**src/rtl/i2c_tim_pkg.sv**
```systemverilog
package i2c_tim_pkg;

  typedef enum logic [1:0] {
    PH_IDLE = 2'd0,
    PH_LOW  = 2'd1,
    PH_HIGH = 2'd2
  } phase_e;

  typedef enum logic [2:0] {
    SEL_CTRL    = 3'd0,
    SEL_STD_HI  = 3'd1,
    SEL_STD_LO  = 3'd2,
    SEL_FAST_HI = 3'd3,
    SEL_FAST_LO = 3'd4,
    SEL_HOLD    = 3'd5,
    SEL_SETUP   = 3'd6
  } cfg_sel_e;

  localparam logic [1:0] SPEED_FAST = 2'd2;
  localparam int LO_MIN = 8;
  localparam int HI_MIN = 6;
  localparam int LO_ADD = 1;
  localparam int HI_ADD = 8;
  localparam int NUM_CNT = 4;  // std hi, std lo, fast hi, fast lo

endpackage

```
**src/rtl/i2c_tim_cfg.sv**
```systemverilog
module i2c_tim_cfg import i2c_tim_pkg::*; #(
  parameter  int CNT_W = 16,
  localparam int LEN_W = CNT_W + 1
) (
  input  logic             clk_i,
  input  logic             rst_ni,
  input  logic             en_i,
  input  logic             we_i,
  input  logic [2:0]       sel_i,
  input  logic [CNT_W-1:0] wdata_i,
  output logic [LEN_W-1:0] lo_len_o,
  output logic [LEN_W-1:0] hi_len_o,
  output logic             hold_en_o,
  output logic [7:0]       hold_val_o,
  output logic [7:0]       setup_val_o
);

  logic             wr_ok;
  logic [1:0]       speed_q;
  logic [8:0]       hold_q;
  logic [7:0]       setup_q;
  logic [CNT_W-1:0] cnt_q [NUM_CNT];
  logic             fast;
  logic [CNT_W-1:0] hi_raw, lo_raw, hi_eff, lo_eff;

  assign wr_ok = we_i && !en_i;

  always_ff @(posedge clk_i or negedge rst_ni) begin
    if (!rst_ni) begin
      speed_q <= 2'd1;
      hold_q  <= '0;
      setup_q <= '0;
    end else if (wr_ok) begin
      if (sel_i == SEL_CTRL)  speed_q <= wdata_i[2:1];
      if (sel_i == SEL_HOLD)  hold_q  <= wdata_i[8:0];
      if (sel_i == SEL_SETUP) setup_q <= wdata_i[7:0];
    end
  end

  // count slot g maps to select code g+1
  for (genvar g = 0; g < NUM_CNT; g++) begin : g_cnt
    always_ff @(posedge clk_i or negedge rst_ni) begin
      if (!rst_ni)                           cnt_q[g] <= '0;
      else if (wr_ok && sel_i == 3'(g + 1))  cnt_q[g] <= wdata_i;
    end
  end

  always_comb begin
    fast   = (speed_q == SPEED_FAST);
    hi_raw = fast ? cnt_q[2] : cnt_q[0];
    lo_raw = fast ? cnt_q[3] : cnt_q[1];
    hi_eff = (hi_raw < CNT_W'(HI_MIN)) ? CNT_W'(HI_MIN) : hi_raw;
    lo_eff = (lo_raw < CNT_W'(LO_MIN)) ? CNT_W'(LO_MIN) : lo_raw;
  end

  assign hi_len_o    = {1'b0, hi_eff} + LEN_W'(HI_ADD);
  assign lo_len_o    = {1'b0, lo_eff} + LEN_W'(LO_ADD);
  assign hold_en_o   = hold_q[8];
  assign hold_val_o  = hold_q[7:0];
  assign setup_val_o = setup_q;

  a_r8_locked_cfg: assert property (@(posedge clk_i) disable iff (!rst_ni)
    $past(en_i) |-> $stable(lo_len_o) && $stable(hi_len_o) && $stable(hold_q) && $stable(setup_q));

  a_r4_floor: assert property (@(posedge clk_i) disable iff (!rst_ni)
    lo_len_o >= LEN_W'(LO_MIN + LO_ADD) && hi_len_o >= LEN_W'(HI_MIN + HI_ADD));

endmodule

```
**src/rtl/i2c_tim_phase.sv**
```systemverilog
module i2c_tim_phase import i2c_tim_pkg::*; #(
  parameter  int CNT_W = 16,
  localparam int LEN_W = CNT_W + 1
) (
  input  logic             clk_i,
  input  logic             rst_ni,
  input  logic             en_i,
  input  logic             run_i,
  input  logic             scl_i,
  input  logic [LEN_W-1:0] lo_len_i,
  input  logic [LEN_W-1:0] hi_len_i,
  output logic             scl_o,
  output logic             fall_o,
  output logic             rise_o,
  output logic             in_low_o,
  output logic [LEN_W-1:0] el_o
);

  phase_e           state_q;
  logic [LEN_W-1:0] el_q;
  logic             rise_q;
  logic             lo_last, hi_last;

  assign lo_last = (el_q == lo_len_i - LEN_W'(1));
  assign hi_last = (el_q == hi_len_i - LEN_W'(1));

  always_ff @(posedge clk_i or negedge rst_ni) begin
    if (!rst_ni) begin
      state_q <= PH_IDLE;
      el_q    <= '0;
      rise_q  <= 1'b0;
    end else begin
      rise_q <= 1'b0;
      if (!en_i) begin
        state_q <= PH_IDLE;
        el_q    <= '0;
      end else begin
        unique case (state_q)
          PH_IDLE: if (run_i) begin
            state_q <= PH_LOW;
            el_q    <= '0;
          end
          PH_LOW: if (lo_last) begin
            state_q <= PH_HIGH;
            el_q    <= '0;
            rise_q  <= 1'b1;
          end else begin
            el_q <= el_q + LEN_W'(1);
          end
          PH_HIGH: if (scl_i) begin  // stretched cycles are not counted
            if (hi_last) begin
              state_q <= run_i ? PH_LOW : PH_IDLE;
              el_q    <= '0;
            end else begin
              el_q <= el_q + LEN_W'(1);
            end
          end
          default: state_q <= PH_IDLE;
        endcase
      end
    end
  end

  assign scl_o    = (state_q != PH_LOW);
  assign in_low_o = (state_q == PH_LOW);
  assign fall_o   = in_low_o && (el_q == '0);
  assign rise_o   = rise_q;
  assign el_o     = el_q;

  a_r1_fall_edge: assert property (@(posedge clk_i) disable iff (!rst_ni)
    fall_o |-> $past(scl_o));

  a_r1_low_bound: assert property (@(posedge clk_i) disable iff (!rst_ni)
    (state_q == PH_LOW) |-> el_q < lo_len_i);

  a_r2_rise_edge: assert property (@(posedge clk_i) disable iff (!rst_ni)
    rise_o |-> scl_o && !$past(scl_o));

  a_r2_high_bound: assert property (@(posedge clk_i) disable iff (!rst_ni)
    (state_q == PH_HIGH) |-> el_q < hi_len_i);

  a_r7_stretch_freeze: assert property (@(posedge clk_i) disable iff (!rst_ni)
    (state_q == PH_HIGH && en_i && !scl_i) |=> $stable(el_q));

  a_r9_disable_release: assert property (@(posedge clk_i) disable iff (!rst_ni)
    !en_i |=> scl_o && !fall_o);

endmodule

```
**src/rtl/i2c_tim_sda.sv**
```systemverilog
module i2c_tim_sda #(
  parameter  int CNT_W = 16,
  localparam int LEN_W = CNT_W + 1
) (
  input  logic             clk_i,
  input  logic             rst_ni,
  input  logic             in_low_i,
  input  logic             rise_i,
  input  logic [LEN_W-1:0] el_i,
  input  logic [LEN_W-1:0] lo_len_i,
  input  logic             hold_en_i,
  input  logic [7:0]       hold_val_i,
  input  logic [7:0]       setup_val_i,
  output logic             sda_change_o,
  output logic             sda_setup_o
);

  logic [LEN_W-1:0] hold_dly, lo_end, hold_tgt, su_w, su_tgt;

  always_comb begin
    hold_dly = LEN_W'(hold_val_i) + LEN_W'(1);
    lo_end   = lo_len_i - LEN_W'(1);
    if (!hold_en_i)           hold_tgt = '0;
    else if (hold_dly < lo_end) hold_tgt = hold_dly;
    else                      hold_tgt = lo_end;  // clamp to last low cycle

    // target counted from the fall; lo_len means the rise cycle itself
    su_w = LEN_W'(setup_val_i);
    if (su_w <= LEN_W'(1))    su_tgt = lo_len_i;
    else if (su_w > lo_len_i) su_tgt = '0;
    else                      su_tgt = lo_len_i - su_w + LEN_W'(1);
  end

  assign sda_change_o = in_low_i && (el_i == hold_tgt);
  assign sda_setup_o  = (in_low_i && (el_i == su_tgt)) || (rise_i && (su_tgt == lo_len_i));

  a_r5_single_change: assert property (@(posedge clk_i) disable iff (!rst_ni)
    sda_change_o |=> !sda_change_o);

  a_r6_single_setup: assert property (@(posedge clk_i) disable iff (!rst_ni)
    sda_setup_o |=> !sda_setup_o);

endmodule

```
**src/rtl/i2c_scl_timing.sv**
```systemverilog
module i2c_scl_timing #(
  parameter int CNT_W = 16
) (
  input  logic             clk_i,
  input  logic             rst_ni,
  input  logic             en_i,
  input  logic             run_i,
  input  logic             scl_i,
  input  logic             cfg_we_i,
  input  logic [2:0]       cfg_sel_i,
  input  logic [CNT_W-1:0] cfg_wdata_i,
  output logic             scl_o,
  output logic             scl_fall_o,
  output logic             scl_rise_o,
  output logic             sda_change_o,
  output logic             sda_setup_o
);

  localparam int LEN_W = CNT_W + 1;

  logic [LEN_W-1:0] lo_len, hi_len, el;
  logic             hold_en, in_low;
  logic [7:0]       hold_val, setup_val;

  i2c_tim_cfg #(.CNT_W(CNT_W)) u_cfg (
    .clk_i       (clk_i),
    .rst_ni      (rst_ni),
    .en_i        (en_i),
    .we_i        (cfg_we_i),
    .sel_i       (cfg_sel_i),
    .wdata_i     (cfg_wdata_i),
    .lo_len_o    (lo_len),
    .hi_len_o    (hi_len),
    .hold_en_o   (hold_en),
    .hold_val_o  (hold_val),
    .setup_val_o (setup_val)
  );

  i2c_tim_phase #(.CNT_W(CNT_W)) u_phase (
    .clk_i    (clk_i),
    .rst_ni   (rst_ni),
    .en_i     (en_i),
    .run_i    (run_i),
    .scl_i    (scl_i),
    .lo_len_i (lo_len),
    .hi_len_i (hi_len),
    .scl_o    (scl_o),
    .fall_o   (scl_fall_o),
    .rise_o   (scl_rise_o),
    .in_low_o (in_low),
    .el_o     (el)
  );

  i2c_tim_sda #(.CNT_W(CNT_W)) u_sda (
    .clk_i        (clk_i),
    .rst_ni       (rst_ni),
    .in_low_i     (in_low),
    .rise_i       (scl_rise_o),
    .el_i         (el),
    .lo_len_i     (lo_len),
    .hold_en_i    (hold_en),
    .hold_val_i   (hold_val),
    .setup_val_i  (setup_val),
    .sda_change_o (sda_change_o),
    .sda_setup_o  (sda_setup_o)
  );

  a_r5_change_while_low: assert property (@(posedge clk_i) disable iff (!rst_ni)
    sda_change_o |-> !scl_o);

  a_r6_setup_window: assert property (@(posedge clk_i) disable iff (!rst_ni)
    sda_setup_o |-> (!scl_o || scl_rise_o));

  a_r1_strobes_exclusive: assert property (@(posedge clk_i) disable iff (!rst_ni)
    !(scl_fall_o && scl_rise_o));

endmodule

```
**config.mk**
```make
export PLATFORM = sky130hd
export DESIGN_NAME = i2c_scl_timing
export DESIGN_NICKNAME = d
export VERILOG_FILES = /design/src/rtl/i2c_tim_pkg.sv /design/src/rtl/i2c_tim_cfg.sv /design/src/rtl/i2c_tim_phase.sv /design/src/rtl/i2c_tim_sda.sv /design/src/rtl/i2c_scl_timing.sv
export SDC_FILE = /design/constraint.sdc
export NUM_CORES = 1
export LEC_CHECK = 0
export BUFFER_PORTS_ARGS = -buffer_cell sky130_fd_sc_hd__buf_2
export CAP_MARGIN = 20
export CELL_PAD_IN_SITES_DETAIL_PLACEMENT = 1
export CELL_PAD_IN_SITES_GLOBAL_PLACEMENT = 1
export CORE_MARGIN = 2
export CORE_UTILIZATION = 50
export CTS_CLUSTER_DIAMETER = 200
export DETAILED_ROUTE_END_ITERATION = 7
export PLACE_DENSITY_LB_ADDON = 0.05
export SYNTH_ARGS = -nofsm -noshare
export SYNTH_HDL_FRONTEND = slang
export SYNTH_HIERARCHICAL = 1
export SYNTH_SLANG_ARGS = --single-unit
export TNS_END_PERCENT = 5
```
**constraint.sdc**
```tcl
create_clock -name clk_i -period 7.8 [get_ports clk_i]
set_input_delay 0.39 -clock clk_i [delete_from_list [all_inputs] [get_ports clk_i]]
set_output_delay 0.39 -clock clk_i [all_outputs]
set_load 0.01 [all_outputs]
```
==> results of run 1 <==
## Yosys cell counts (14+ instances only)
| cell type | n |
|---|---|
| a31oi_1 | 14 |
| mux2i_1 | 37 |
| a21o_1 | 22 |
| xor2_1 | 37 |
| o21ai_0 | 27 |
| a21oi_1 | 37 |
| nor2_1 | 67 |
| inv_1 | 61 |
| nand3_1 | 39 |
| nand2_1 | 92 |
| a221oi_1 | 15 |
| nand2b_1 | 14 |
| nor3_1 | 37 |
| nand4_1 | 24 |
| clkbuf_1 | 39 |
| xnor2_1 | 76 |
| ha_1 | 58 |
| mux2_2 | 87 |
| dfrtp_1 | 102 |
| nor4_1 | 31 |
## registers in the layout, summed over array words and instances (netlist names)
| signal | cells |
|---|---|
| u_cfg/cnt_q | 64 |
| u_phase/el_o | 17 |
| u_phase/rise_o | 1 |
| u_cfg/speed_q | 2 |
| u_phase/state_q | 2 |
| u_cfg/setup_val_o | 8 |
| u_cfg/hold_q | 9 |
## report_power, final
part,switching (mW),internal [mW]
clock network,0.237,0.261
registers,0.137,0.638
logic,1.51,0.987
## critical path: stages (launching register included)
cell	delay [ns]
dfrtp_1	0.42
or4_1	0.53
nor4_1	0.47
nor2_1	0.17
a22o_1	0.22
ha_1	0.29
nand2_1	0.16
a21oi_1	0.10
a22oi_2	0.55
inv_1	0.21
ha_1	0.38
nand4_1	0.13
or4_1	0.50
o211ai_2	0.24
nor2b_1	0.57
a22oi_2	0.10
xor2_1	0.16
nand4_1	0.13
a2111oi_2	0.39
o211ai_1	0.16
o41ai_2	0.35
buf_2	0.18
## layout make-up
cell class              count  share of cell area (%)
diodes                      1                  0.0230
repair buffers             54                    3.08
well taps                 270                    3.10
clock inverters             7                   0.874
flip-flops and latches    103                    23.7
inverters                  62                    2.14
clock buffers               9                    2.07
multi-input cells         937                    65.0
## worst max path at each step
stage / startpoint / endpoint
detailed placement: u_cfg/cnt_q[46]$_DFFE_PN0P_ / sda_setup_o
global route: u_cfg/cnt_q[46]$_DFFE_PN0P_ / sda_setup_o
global placement: u_cfg/cnt_q[46]$_DFFE_PN0P_ / sda_setup_o
CTS: u_cfg/cnt_q[46]$_DFFE_PN0P_ / sda_setup_o
finish: u_cfg/cnt_q[14]$_DFFE_PN0P_ / sda_setup_o
floorplan: u_cfg/cnt_q[47]$_DFFE_PN0P_ / sda_setup_o
## metal layers
metal	up-vias	part of all wire [%]	track usage [%]
met4	0	2.0	9.51
met2	256	48	51.8
li1	4308	-	-
met5	-	0	0
met1	4678	45	42.3
met3	45	4.7	3.50
## per-stage QoR
step | hold slack [ns] | cell area, µm² | worst slack [ns]
after floorplan | 0.0944 | 10200 | 1.82
after global routing | 0.0612 | 10900 | 0.0191
after detailed placement | 0.440 | 10600 | 0.870
after global placement | 0.432 | 10600 | 0.991
final | 0.0175 | 10900 | 0.620
after CTS | 0.0483 | 10900 | 0.438
## cells by family after synthesis
group                    share of synthesized area [%]
multiplexers                                      13.8
AO/OA/AOI/OAI                                     16.8
XOR/XNOR                                          9.74
adder cells (fa/ha/maj)                           7.63
AND/OR/NAND/NOR                                   21.6
buffers and inverters                             5.15
flip-flops                                        25.4
## timing repair
item	CTS	global route
gates resized for setup	0	1
setup endpoints to repair	0	1
buffers inserted	0	0
==> impl_metrics.tcl, run 1 <==
set metrics [dict create \
    fill_cells 2325 \
    end_kind "output port" \
    core_area_mm2 0.0201 \
    synth.cell_area_mm2 0.0102 \
    fin_cells 1443 \
    reg2reg_depth 17 \
    num_rows 52 \
    r2r-end "u_phase/el_o[16]$_DFFE_PN0P_" \
    syn_avg_cell_area_um2 8.76 \
    layout.nets 1252 \
    via_per_inst 6.44 \
    slew_headroom_pct 42.6 \
    die-area_mm2 0.0215 \
    area_growth_pct 7.04 \
    final_util_pct 54.1 \
    rsz0062_at_grt "false" \
    die_height_um 147 \
    pin_count 30 \
    path_class "flip-flop to output port" \
    slew_violations 0 \
    synthesis.nets 1246 \
    cp-start-kind "flip-flop" \
    fp.dieW_um 147 \
    cts.clk_slew.worst_paths_ns 0.08 \
    setup_violations 0 \
    hp-class "primary input to asynchronous set/reset pin" \
    status "finished clean" \
    yosysWarnings 6 \
    start_util_pct 50.6 \
    io_buffers 29 \
    dr.pass1.iters 5 \
    maxCapViolCount 0 \
    synth.ff_latch_count 103 \
    drc 0 \
    skew_ns 0.0119 \
    layout_common_cells "dfrtp_1 (102), nand2_1 (92), mux2_2 (87)" \
    post-synth-top-area-cell "dfrtp_1" \
    worst_pin_slew_ns 0.858 \
    hold_viol 0 \
    ys_seq_area_share_pct 25.4 \
    h-tree-depth 3 \
    cts_tree "done" \
    detail_route.wirelength_mm 33.0 \
    clock.fmax_mhz 139 \
    p_per_area_mw_per_mm2 347 \
    root_buffer "clkbuf_16" \
    antenna_found_initial 0 \
    place_congestion 0.908 \
    synth_ff_type "dfrtp_1" \
    setup_tns_ns 0 \
    fin_crit_sh_pct 92.0 \
    synth.area.top_cells "dfrtp_1 (25%), mux2_2 (9.6%), ha_1 (7.1%), xnor2_1 (6.5%), mux2i_1 (3.6%)" \
    syn_inst 1161 \
    via_count 9287 \
    synthDistinctLibCells 102 \
    power_mw 3.78 \
    drive_gt1_share_pct 16.8 \
    grt_pass1_vias 9627 \
    layout_commonest_cell "dfrtp_1" \
    max-vdd-ir-drop_v 0.000199 \
    critical_path_required_ns 7.41 \
    regArea_mm2 0.00258 \
    path_max_fanout 9 \
    ant_nets 0 \
    crit-reg2reg-launch "u_cfg/cnt_q[14]$_DFFE_PN0P_" \
    cts_buffers 9 \
    post-route-min-period_ns 7.18 \
    worstPathArrival_ns 6.79 \
    grt_pass1_wl_mm 53.3 \
    synth-edff-count 0 \
    power.leakage_nw 4.53 \
    grt_max_degree 62 \
    dp.cells 1426 \
    grt_use_total_pct 31.0 \
    grt_overflow 0 \
    cts_buffer_depth 2 \
    async_reset_ff_share_pct 100 \
    r2r_slack_ns 1.65 \
    hpwl_mm 24.3 \
    clkLatencyLatePin_ns 0.36 \
    wire_per_inst_um 22.9 \
    multi_input_area_mm2 0.00707 \
    synth_top_area_share_pct 25.1 \
    hold_buffers 0 \
    cts.sinks 103 \
    drt_iter0_drc 623 \
]
Power figures use the tool's default switching activity.
==> run 2, diff against run 1 <==
--- a/config.mk
+++ b/config.mk
@@ -13,6 +13,7 @@
 export CORE_UTILIZATION = 50
 export CTS_CLUSTER_DIAMETER = 200
 export DETAILED_ROUTE_END_ITERATION = 7
+export MAX_ROUTING_LAYER = met4
 export PLACE_DENSITY_LB_ADDON = 0.05
 export SYNTH_ARGS = -nofsm -noshare
 export SYNTH_HDL_FRONTEND = slang
==> constraint.sdc (replaced) <==
create_clock -name clk_i -period 7.8 [get_ports clk_i]
set_input_delay 0.78 -clock clk_i [delete_from_list [all_inputs] [get_ports clk_i]]
set_output_delay 0.78 -clock clk_i [all_outputs]
set_load 0.01 [all_outputs]
==> run 2 against run 1 <==
Maximum frequency decreased by 3.3%. Worst setup slack got worse by 0.25 ns. Sequential power increased by 0.6%. Register-to-register slack got worse by 0.17 ns. Global-route usage increased by 2.2 points.
==> impl_metrics.tcl, run 2 (synthesis results as in run 1) <==
set metrics [dict create \
    status "finished clean" \
    h-tree-depth 3 \
    via_count 9304 \
    grt_pass1_wl_mm 54.8 \
    power.internal_mw 1.85 \
    core_area_mm2 0.0201 \
    clkLatencyLatePin_ns 0.36 \
    cts.sinks 103 \
    io_buffers 29 \
    pwr-share-clk_pct 12.2 \
    cts_tree "done" \
    grt_overflow 0 \
    layout_commonest_cell "dfrtp_1" \
    die-area_mm2 0.0215 \
    detail_route.wirelength_mm 34.0 \
    drc 0 \
    p_per_area_mw_per_mm2 347 \
    swShare_pct 50.8 \
    hpwl_mm 24.8 \
    cts_resized 0 \
    root_buffer "clkbuf_16" \
    drive_gt1_share_pct 16.9 \
    setup_tns_ns 0 \
    num_rows 52 \
    fp.dieW_um 147 \
    max-vdd-ir-drop_v 0.000151 \
    grt_use_total_pct 33.2 \
    power.leakage_nw 4.51 \
    whs_ns 0.368 \
    hold_viol 0 \
    regMostFlops "u_cfg/cnt_q" \
    cp-start-kind "flip-flop" \
    pwr-share-seq_pct 20.7 \
    cts.clk_slew.worst_paths_ns 0.08 \
    place_congestion 0.962 \
    path_max_fanout 16 \
    clock.fmax_mhz 135 \
    p_comb_share_pct 67.1 \
    hp-class "primary input to asynchronous set/reset pin" \
    hold_buffers 0 \
    grt_max_degree 73 \
    skew_ns 0.0107 \
    start_util_pct 50.6 \
    power_switching_mw 1.91 \
    setup_violations 0 \
    die_height_um 147 \
    cts_setup_buffers 0 \
    path_class "flip-flop to output port" \
    post-route-min-period_ns 7.43 \
    worst_pin_slew_ns 1.14 \
    end_kind "output port" \
    slew_headroom_pct 24.0 \
    fin_crit_sh_pct 95.2 \
    reg2reg_depth 17 \
    rsz0062_at_grt "false" \
    ant_nets 0 \
    pin_count 30 \
    drt_iter0_drc 510 \
    slew_violations 0 \
    antenna_found_initial 0 \
    maxCapViolCount 0 \
    layout_common_cells "dfrtp_1 (102), nand2_1 (92), mux2_2 (87)" \
    worstPathArrival_ns 6.65 \
    critical_path_required_ns 7.02 \
    wire_per_inst_um 23.6 \
    layout.nets 1254 \
    dr.pass1.iters 5 \
    largest_register_ffs 64 \
    grt_pass1_vias 9559 \
    cts_buffers 9 \
    area_growth_pct 6.84 \
    antennaDiodeCount 0 \
    via_per_inst 6.44 \
    cts_buffer_depth 2 \
]
-- run 2: final cells by class --
class                           instances  area, µm²
Inverter                               62        233
Multi-Input combinational cell        937       7070
Fill cell                            2361       9240
Sequential cell                       103       2580
Clock inverter                          7       67.6
Clock buffer                            9        225
Tap cell                              270        338
Timing Repair Buffer                   56        350
-- run 2: worst paths after layout --
path	slack, ns	from	to
setup / recovery	0.37	u_cfg/cnt_q[46]$_DFFE_PN0P_	sda_setup_o
hold / removal	0.37	rst_ni	u_phase/rise_o$_DFF_PN0_
setup reg to reg	1.48	u_cfg/cnt_q[46]$_DFFE_PN0P_	u_phase/el_o[4]$_DFFE_PN0P_
hold reg to reg	0.54	u_cfg/cnt_q[48]$_DFFE_PN0P_	u_cfg/cnt_q[48]$_DFFE_PN0P_
max in group asynchronous	6.13	rst_ni	u_cfg/setup_val_o[7]$_DFFE_PN0P_
min in group clk_i	0.54	u_cfg/cnt_q[48]$_DFFE_PN0P_	u_cfg/cnt_q[48]$_DFFE_PN0P_
-- run 2: metal layers --
layer  track usage (%)  up-vias  share of wire, %
met3              3.88       51               4.6
met2              53.8      276                48
met4              9.66        0               2.3
li1                  -     4313                 -
met1              44.0     4664                45
met5                 -        -                 0
-- run 2: power by group through the flow --
stage	registers (mW)	logic, mW	clock network, mW
floorplan	0.729	1.83	0
global placement	0.775	2.42	0
detailed placement	0.784	2.46	0
CTS	0.776	2.48	0.467
global route	0.797	2.76	0.492
finish	0.780	2.52	0.460
-- run 2: critical path: stages, from the launching register on --
cell and delay [ns]:
dfrtp_1 0.42, or4_1 0.52, nor4_1 0.51, nor2_1 0.19, a22o_1 0.28, ha_1 0.29, o21ai_1 0.23, nor3b_1 0.11
xnor2_1 0.15, buf_4 0.19, inv_1 0.18, ha_1 0.27, nand4_1 0.16, or4_1 0.55, o211ai_2 0.31, nand2b_2 0.35
o21ai_1 0.25, xnor2_1 0.14, nand4_1 0.14, a2111oi_2 0.40, o211ai_1 0.17, o41ai_2 0.32, buf_2 0.18
-- run 2: stage by stage --
stage | total power [mW] | cell area (µm²) | setup slack, ns | cells | util (%)
floorplan | 2.56 | 10200 | 1.43 | 1161 | -
global placement | 3.19 | 10600 | 1.07 | 1428 | 52.6
detailed placement | 3.24 | 10600 | 0.847 | 1428 | 52.6
CTS | 3.72 | 10900 | 0.420 | 1444 | 54.0
global route | 4.05 | 10900 | 0.00453 | 1444 | 54.0
finish | 3.76 | 10900 | 0.372 | 1444 | 54.0
